**src/rtl/lpm_pkg.sv**
```systemverilog
package lpm_pkg;
  typedef enum logic {
    ST_IDLE = 1'b0,
    ST_RUN  = 1'b1
  } lpm_state_e;
endpackage

```
**src/rtl/lpm_table_mem.sv**
```systemverilog
module lpm_table_mem #(
  parameter int KEY_W      = 16,
  parameter int RES_W      = 16,
  parameter int DEPTH_LOG2 = 6
) (
  input  logic                  clk_i,
  input  logic                  wr_en_i,
  input  logic [DEPTH_LOG2-1:0] wr_idx_i,
  input  logic [KEY_W-1:0]      wr_key_i,
  input  logic [RES_W-1:0]      wr_eq_i,
  input  logic [RES_W-1:0]      wr_gt_i,
  input  logic                  rd_en_i,
  input  logic [DEPTH_LOG2-1:0] rd_idx_i,
  output logic [KEY_W-1:0]      rd_key_o,
  output logic [RES_W-1:0]      rd_eq_o,
  output logic [RES_W-1:0]      rd_gt_o
);
  localparam int DEPTH = 1 << DEPTH_LOG2;
  localparam int ENT_W = KEY_W + 2 * RES_W;

  logic [ENT_W-1:0] mem_q [DEPTH];
  logic [ENT_W-1:0] rd_q;

  always_ff @(posedge clk_i) begin
    if (wr_en_i) mem_q[wr_idx_i] <= {wr_key_i, wr_eq_i, wr_gt_i};
  end

  always_ff @(posedge clk_i) begin
    if (rd_en_i) rd_q <= mem_q[rd_idx_i];
  end

  assign rd_key_o = rd_q[ENT_W-1 -: KEY_W];
  assign rd_eq_o  = rd_q[2*RES_W-1 -: RES_W];
  assign rd_gt_o  = rd_q[RES_W-1:0];
endmodule

```
**src/rtl/lpm_probe_ctrl.sv**
```systemverilog
module lpm_probe_ctrl
  import lpm_pkg::*;
#(
  parameter int KEY_W      = 16,
  parameter int DEPTH_LOG2 = 6
) (
  input  logic                  clk_i,
  input  logic                  rst_ni,
  input  logic                  req_valid_i,
  input  logic [KEY_W-1:0]      req_addr_i,
  input  logic                  taken_i,
  output logic                  busy_o,
  output logic                  start_o,
  output logic                  rd_en_o,
  output logic [DEPTH_LOG2-1:0] rd_idx_o,
  output logic [KEY_W-1:0]      addr_o,
  output logic                  eval_o,
  output logic                  first_o,
  output logic                  last_o
);
  localparam int LAST_STEP = DEPTH_LOG2 + 1;
  localparam int STEP_W    = $clog2(LAST_STEP + 1);
  localparam logic [STEP_W-1:0] LAST_S = STEP_W'(LAST_STEP);

  lpm_state_e            state_q;
  logic [STEP_W-1:0]     step_q;
  logic [DEPTH_LOG2-1:0] base_q, base_upd;
  logic [KEY_W-1:0]      addr_q;
  logic                  run;

  assign run     = (state_q == ST_RUN);
  assign busy_o  = run;
  assign start_o = !run && req_valid_i;
  assign eval_o  = run && (step_q != '0);
  assign first_o = run && (step_q == STEP_W'(1));
  assign last_o  = run && (step_q == LAST_S);
  assign rd_en_o = run && (step_q != LAST_S);
  assign addr_o  = addr_q;

  // evaluating probe step_q-1 (>=1) moves the base by 2^(L+1-step_q)
  always_comb begin
    base_upd = base_q;
    if (eval_o && !first_o && taken_i)
      base_upd = base_q + (DEPTH_LOG2'(1) << (LAST_S - step_q));
  end

  // step 0 probes the top entry, step k probes base + 2^(L-k) - 1
  always_comb begin
    if (step_q == '0) rd_idx_o = '1;
    else rd_idx_o = base_upd + (DEPTH_LOG2'(1) << (LAST_S - STEP_W'(1) - step_q))
                    - DEPTH_LOG2'(1);
  end

  always_ff @(posedge clk_i or negedge rst_ni) begin
    if (!rst_ni) begin
      state_q <= ST_IDLE;
      step_q  <= '0;
      base_q  <= '0;
      addr_q  <= '0;
    end else if (!run) begin
      if (req_valid_i) begin
        state_q <= ST_RUN;
        step_q  <= '0;
        base_q  <= '0;
        addr_q  <= req_addr_i;
      end
    end else begin
      step_q <= step_q + STEP_W'(1);
      base_q <= base_upd;
      if (step_q == LAST_S) state_q <= ST_IDLE;
    end
  end
endmodule

```
**src/rtl/lpm_match_unit.sv**
```systemverilog
module lpm_match_unit #(
  parameter int               KEY_W    = 16,
  parameter int               RES_W    = 16,
  parameter logic [RES_W-1:0] NO_ROUTE = '1
) (
  input  logic             clk_i,
  input  logic             rst_ni,
  input  logic             start_i,
  input  logic             eval_i,
  input  logic             first_i,
  input  logic             last_i,
  input  logic [KEY_W-1:0] addr_i,
  input  logic [KEY_W-1:0] rd_key_i,
  input  logic [RES_W-1:0] rd_eq_i,
  input  logic [RES_W-1:0] rd_gt_i,
  output logic             taken_o,
  output logic             rsp_valid_o,
  output logic [RES_W-1:0] rsp_code_o
);
  logic             done_q, hit_q;
  logic [KEY_W-1:0] key_q;
  logic [RES_W-1:0] eq_q, gt_q;
  logic             f_hit;
  logic [KEY_W-1:0] f_key;
  logic [RES_W-1:0] f_eq, f_gt, f_code;
  logic             rsp_valid_q;
  logic [RES_W-1:0] rsp_code_q;

  // once the top entry matched, later probes cannot improve on it
  assign taken_o = eval_i && !done_q && (rd_key_i <= addr_i);

  assign f_hit  = taken_o | hit_q;
  assign f_key  = taken_o ? rd_key_i : key_q;
  assign f_eq   = taken_o ? rd_eq_i  : eq_q;
  assign f_gt   = taken_o ? rd_gt_i  : gt_q;
  assign f_code = !f_hit ? NO_ROUTE : ((addr_i == f_key) ? f_eq : f_gt);

  always_ff @(posedge clk_i or negedge rst_ni) begin
    if (!rst_ni) begin
      done_q <= 1'b0;
      hit_q  <= 1'b0;
      key_q  <= '0;
      eq_q   <= '0;
      gt_q   <= '0;
    end else if (start_i) begin
      done_q <= 1'b0;
      hit_q  <= 1'b0;
    end else if (taken_o) begin
      done_q <= first_i;
      hit_q  <= 1'b1;
      key_q  <= rd_key_i;
      eq_q   <= rd_eq_i;
      gt_q   <= rd_gt_i;
    end
  end

  always_ff @(posedge clk_i or negedge rst_ni) begin
    if (!rst_ni) begin
      rsp_valid_q <= 1'b0;
      rsp_code_q  <= '0;
    end else begin
      rsp_valid_q <= last_i;
      if (last_i) rsp_code_q <= f_code;
    end
  end

  assign rsp_valid_o = rsp_valid_q;
  assign rsp_code_o  = rsp_code_q;
endmodule

```
**src/rtl/lpm_range_search.sv**
```systemverilog
module lpm_range_search #(
  parameter int               KEY_W      = 16,
  parameter int               RES_W      = 16,
  parameter int               DEPTH_LOG2 = 6,
  parameter logic [RES_W-1:0] NO_ROUTE   = '1
) (
  input  logic                  clk_i,
  input  logic                  rst_ni,
  input  logic                  req_valid_i,
  input  logic [KEY_W-1:0]      req_addr_i,
  output logic                  busy_o,
  output logic                  rsp_valid_o,
  output logic [RES_W-1:0]      rsp_code_o,
  input  logic                  wr_en_i,
  input  logic [DEPTH_LOG2-1:0] wr_idx_i,
  input  logic [KEY_W-1:0]      wr_key_i,
  input  logic [RES_W-1:0]      wr_eq_i,
  input  logic [RES_W-1:0]      wr_gt_i
);
  logic                  probe_rd_en;
  logic [DEPTH_LOG2-1:0] probe_idx;
  logic [KEY_W-1:0]      rd_key, cur_addr;
  logic [RES_W-1:0]      rd_eq, rd_gt;
  logic                  start, eval, first, last, taken;

  lpm_table_mem #(
    .KEY_W(KEY_W), .RES_W(RES_W), .DEPTH_LOG2(DEPTH_LOG2)
  ) i_table (
    .clk_i   (clk_i),
    .wr_en_i (wr_en_i),
    .wr_idx_i(wr_idx_i),
    .wr_key_i(wr_key_i),
    .wr_eq_i (wr_eq_i),
    .wr_gt_i (wr_gt_i),
    .rd_en_i (probe_rd_en),
    .rd_idx_i(probe_idx),
    .rd_key_o(rd_key),
    .rd_eq_o (rd_eq),
    .rd_gt_o (rd_gt)
  );

  lpm_probe_ctrl #(
    .KEY_W(KEY_W), .DEPTH_LOG2(DEPTH_LOG2)
  ) i_ctrl (
    .clk_i      (clk_i),
    .rst_ni     (rst_ni),
    .req_valid_i(req_valid_i),
    .req_addr_i (req_addr_i),
    .taken_i    (taken),
    .busy_o     (busy_o),
    .start_o    (start),
    .rd_en_o    (probe_rd_en),
    .rd_idx_o   (probe_idx),
    .addr_o     (cur_addr),
    .eval_o     (eval),
    .first_o    (first),
    .last_o     (last)
  );

  lpm_match_unit #(
    .KEY_W(KEY_W), .RES_W(RES_W), .NO_ROUTE(NO_ROUTE)
  ) i_match (
    .clk_i      (clk_i),
    .rst_ni     (rst_ni),
    .start_i    (start),
    .eval_i     (eval),
    .first_i    (first),
    .last_i     (last),
    .addr_i     (cur_addr),
    .rd_key_i   (rd_key),
    .rd_eq_i    (rd_eq),
    .rd_gt_i    (rd_gt),
    .taken_o    (taken),
    .rsp_valid_o(rsp_valid_o),
    .rsp_code_o (rsp_code_o)
  );
endmodule

```
**config.mk**
```make
export PLATFORM = sky130hd
export DESIGN_NAME = lpm_range_search
export DESIGN_NICKNAME = d
export VERILOG_FILES = /design/src/rtl/lpm_pkg.sv /design/src/rtl/lpm_table_mem.sv /design/src/rtl/lpm_probe_ctrl.sv /design/src/rtl/lpm_match_unit.sv /design/src/rtl/lpm_range_search.sv
export SDC_FILE = /design/constraint.sdc
export NUM_CORES = 2
export LEC_CHECK = 0
export ABC_AREA = 1
export BUFFER_PORTS_ARGS = -buffer_cell sky130_fd_sc_hd__buf_2
export CAP_MARGIN = 20
export CELL_PAD_IN_SITES_DETAIL_PLACEMENT = 1
export CELL_PAD_IN_SITES_GLOBAL_PLACEMENT = 2
export CORE_ASPECT_RATIO = 0.8
export CORE_MARGIN = 4
export CORE_UTILIZATION = 24
export CTS_BUF_LIST = sky130_fd_sc_hd__clkbuf_16
export DETAILED_ROUTE_END_ITERATION = 8
export GPL_ROUTABILITY_DRIVEN = 0
export PLACE_DENSITY_LB_ADDON = 0.08
export SYNTH_ARGS = -nofsm -noshare
export SYNTH_HDL_FRONTEND = slang
export SYNTH_HIERARCHICAL = 1
export SYNTH_SLANG_ARGS = --single-unit
```
**constraint.sdc**
```tcl
create_clock -name clk_i -period 6 [get_ports clk_i]
set_input_delay 0.3 -clock clk_i [delete_from_list [all_inputs] [get_ports clk_i]]
set_output_delay 0.3 -clock clk_i [all_outputs]
set_load 0.05 [all_outputs]
```
==> flow_metrics.env <==
export IMPL_totalWireLength_mm=565.0
export IMPL_proportion_of_layout_cells_with_a_drive_suffix_above_1_pct=11.04
export IMPL_buffer_ports_inserted=91
export IMPL_die_height_um=668.4
export IMPL_top_level_ports=92
export IMPL_ys_seq_elements=3213
export IMPL_synth_edf_count=3120
export IMPL_layout_min_cycle_time_ns=5.746
export IMPL_cts_tree="built"
export IMPL_drtPass1Iterations=6
export IMPL_synth_yosys_warnings=6
export IMPL_synthesis_area_um2=130800
export IMPL_status="complete, no violations"
export IMPL_whs_path_depth=2
export IMPL_die_w_um=833.4
export IMPL_final_instance_count_excl_fill=18900
export IMPL_hp_class="in2reg"
export IMPL_synthesized_area_fraction_occupied_by_xor_and_xnor_cells_pct=0.01339
export IMPL_clock_skew_ns=0.03756
export IMPL_core_area_um2=543200
export IMPL_core_rowCount=242
export IMPL_total_number_of_vias=88880
export IMPL_post_synth_and_or_nand_nor_area_fraction_pct=22.32
export IMPL_number_of_antenna_violations_at_the_first_check_in_global_routing=41
export IMPL_grt_pass1_vias=91900
export IMPL_synth_seq_area_share_pct=73.40
export IMPL_clk_pin_slew_worst_paths_ns=0.06
export IMPL_place_detailed_instances=18120
export IMPL_pin_count_of_the_biggest_net_entering_global_routing=136
export IMPL_start_kind="register"
export IMPL_globalRoute_totalOverflow=0
export IMPL_timing_critical_path_to_type="register"
export IMPL_grt_first_pass_wirelength_mm=782.9
export IMPL_critical_path_max_stage_delay_ns=0.57
export IMPL_rr_worst_depth=30
export IMPL_synth_top_cell_area_share_pct=71.62
export IMPL_clock_tree_htree_level_count=5
export IMPL_worst_slew_pin_transition_ns=1.123
export IMPL_cts_root_to_sink_buffers=4
export IMPL_yosysUniqueCellTypes=38
export IMPL_syn_inst=10950
export IMPL_period_share_pct=95.77
export IMPL_areaGrowthSynthToFinish_pct=19.48
export IMPL_clock_fmax_ghz=0.1740
export IMPL_dp_hpwl_mm=318.6
export IMPL_synth_most_common_cell="nand2_1"
export IMPL_antenna_left=0
export IMPL_floorplan_initialDensity_pct=24.08
export IMPL_worst_endpoint_required_ns=6.82
export IMPL_yosysTopAreaCell="edfxtp_1"
export IMPL_synthArstFlopShare_pct=2.894
export IMPL_timing_critical_path_mode_cell="nand2_1"
export IMPL_timing_critical_path_arrival_ns=6.56
export IMPL_fp_dieArea_um2=557000
export IMPL_combinational_family_with_the_most_area_after_synthesis="simple AND/OR/NAND/NOR gates"
export IMPL_route_detailed_drc=0
export IMPL_cell_types_occupying_the_most_area_after_synthesis="edfxtp_1 (72%), nand3_1 (11%), nand2_1 (10%)"
export IMPL_grt_util_all_layers_pct=19.87
export IMPL_wl_per_cell_um=29.89
export IMPL_worstSetupPathType="reg2reg"
export IMPL_post_synth_most_frequent_cells="nand2_1 (3653), edfxtp_1 (3120), nand3_1 (2943)"
export IMPL_setup_viol_count_final=0
export IMPL_synth_compound_area_share_pct=0.4390
export IMPL_drv_max_cap_violation_count=0
export IMPL_worst_path_max_fanout=18
export IMPL_max_slew_margin_vs_limit_pct=24.95
export IMPL_timing_critical_path_slowest_stage_cell="edfxtp_1"
export IMPL_viasPerCell=4.703
export IMPL_cts_buffers_inserted=372
export IMPL_synth_adder_area_share_pct=0.3941
export IMPL_report_final_slew_viol_count=0
export IMPL_root_buffer="clkbuf_16"
export IMPL_num_nets_final=11500
export IMPL_number_of_endpoints_with_negative_hold_slack_in_the_final_report=0
export IMPL_1st_iter_drt_viols=6960
export IMPL_postSynthNetCount=11070
export IMPL_synth_area_mux_share_pct=0
export IMPL_fin_hold_ws_ns=0.08624
export IMPL_clkLatencyLatePin_ns=0.99
export IMPL_cts_num_sinks=3213
export IMPL_synth_flop_cell="edfxtp_1"
export IMPL_avgSynthCellArea_um2=11.95
worst max-delay path, delay by kind of cell (launching register included):
| kind | cells | cell delay (ns) |
|---|---|---|
| simple gates | 15 | 2.13 |
| buf+inv | 10 | 1.58 |
| fa+ha+maj | 4 | 1.16 |
| flops | 1 | 0.57 |
| compound gates | 1 | 0.08 |
logic make-up after synthesis:
logic type | count (synthesis)
DFF | 3213
adders and majority gates | 40
buffers and inverters | 848
and+or+nand+nor | 6739
xor gates and xnor gates | 2
AOI/OAI and AO/OA | 109
sequential cells by signal (all words and copies together) (netlist names):
| signal | count |
|---|---|
| i_match/hit_q | 1 |
| i_table/rd_q | 48 |
| i_ctrl/busy_o | 1 |
| i_ctrl/step_q | 3 |
| i_match/eq_q | 16 |
| i_match/rsp_code_o | 16 |
| i_ctrl/base_q | 6 |
| i_match/done_q | 1 |
| i_table/mem_q | 3072 |
| i_match/gt_q | 16 |
| i_ctrl/addr_o | 16 |
| i_match/key_q | 16 |
| i_match/rsp_valid_o | 1 |
per-layer routing:
metal,vias up,share of wire [%],wire length [um],track usage (%)
met3,566,2.9,16310,1.754
met4,10,1.8,10240,3.408
met5,-,0.013,71,0
met1,47160,49,274200,28.79
met2,1420,47,264200,32.78
li1,39730,-,-,-
cells in the final DEF (no fill, tap or decap), types with 4 or more instances in the layout:
cell type,count
buf_4,391
clkinv_1,110
nand2_1,3647
nand3b_1,14
or2_2,18
o21ai_0,86
o22ai_1,4
clkbuf_16,384
ha_1,38
nor2_4,61
a21oi_1,11
buf_12,196
diode_2,12
dlygate4sd3_1,84
inv_6,8
nor2_1,21
nand2_4,6
nand2_2,8
inv_1,216
buf_2,88
nor4_2,8
clkinvlp_4,5
clkinv_2,58
dfrtp_1,93
nand3_1,2940
clkinv_8,7
inv_2,5
nand4_1,10
edfxtp_1,3120
bufinv_16,23
timing repair:
item	4_1_cts	5_1_grt
setup buffers	3	1
hold endpoints to repair	1415	0
resized for setup	5	1
hold buffers	85	0
setup endpoints to repair	8	3
cell type report:
type	instances	area [um^2]
fillers	59110	386900
clock buffers	384	9609
inverters	144	598.1
repair buffers	764	8240
flip-flops and latches	3213	96020
diodes	12	30.03
clock inverters	295	1936
well taps	7198	9006
multi-input cells	6890	30860
metrics by stage:
step / setup WS, ns / utilization [%] / area, um^2 / setup TNS, ns
floorplan: -0.005905 / - / 130800 / -2.267
detailed placement: -0.2506 / 26.47 / 143800 / -1.152
global placement: -0.3658 / 26.42 / 143500 / -2.387
global route: -0.0006586 / 28.77 / 156300 / -0.0006586
CTS: 0.007051 / 28.76 / 156200 / 0
finish: 0.2537 / 28.77 / 156300 / 0
final timing paths:
kind,start,end,slack [ns]
setup reg to reg,i_table/rd_q[40],i_table/rd_q[24],0.25
setup / recovery,i_table/rd_q[40],i_table/rd_q[24],0.25
hold / removal,wr_gt_i[7],i_table/mem_q[63][7],0.09
hold reg to reg,i_match/key_q[8],i_match/key_q[8],0.48
max in group asynchronous,rst_ni,i_match/eq_q[12],4.87
min in group asynchronous,rst_ni,i_match/key_q[9],0.48
Power is left out: the tool's default activity adds up to more than one toggle a clock period on the data nets, which glitch-free logic cannot reach.
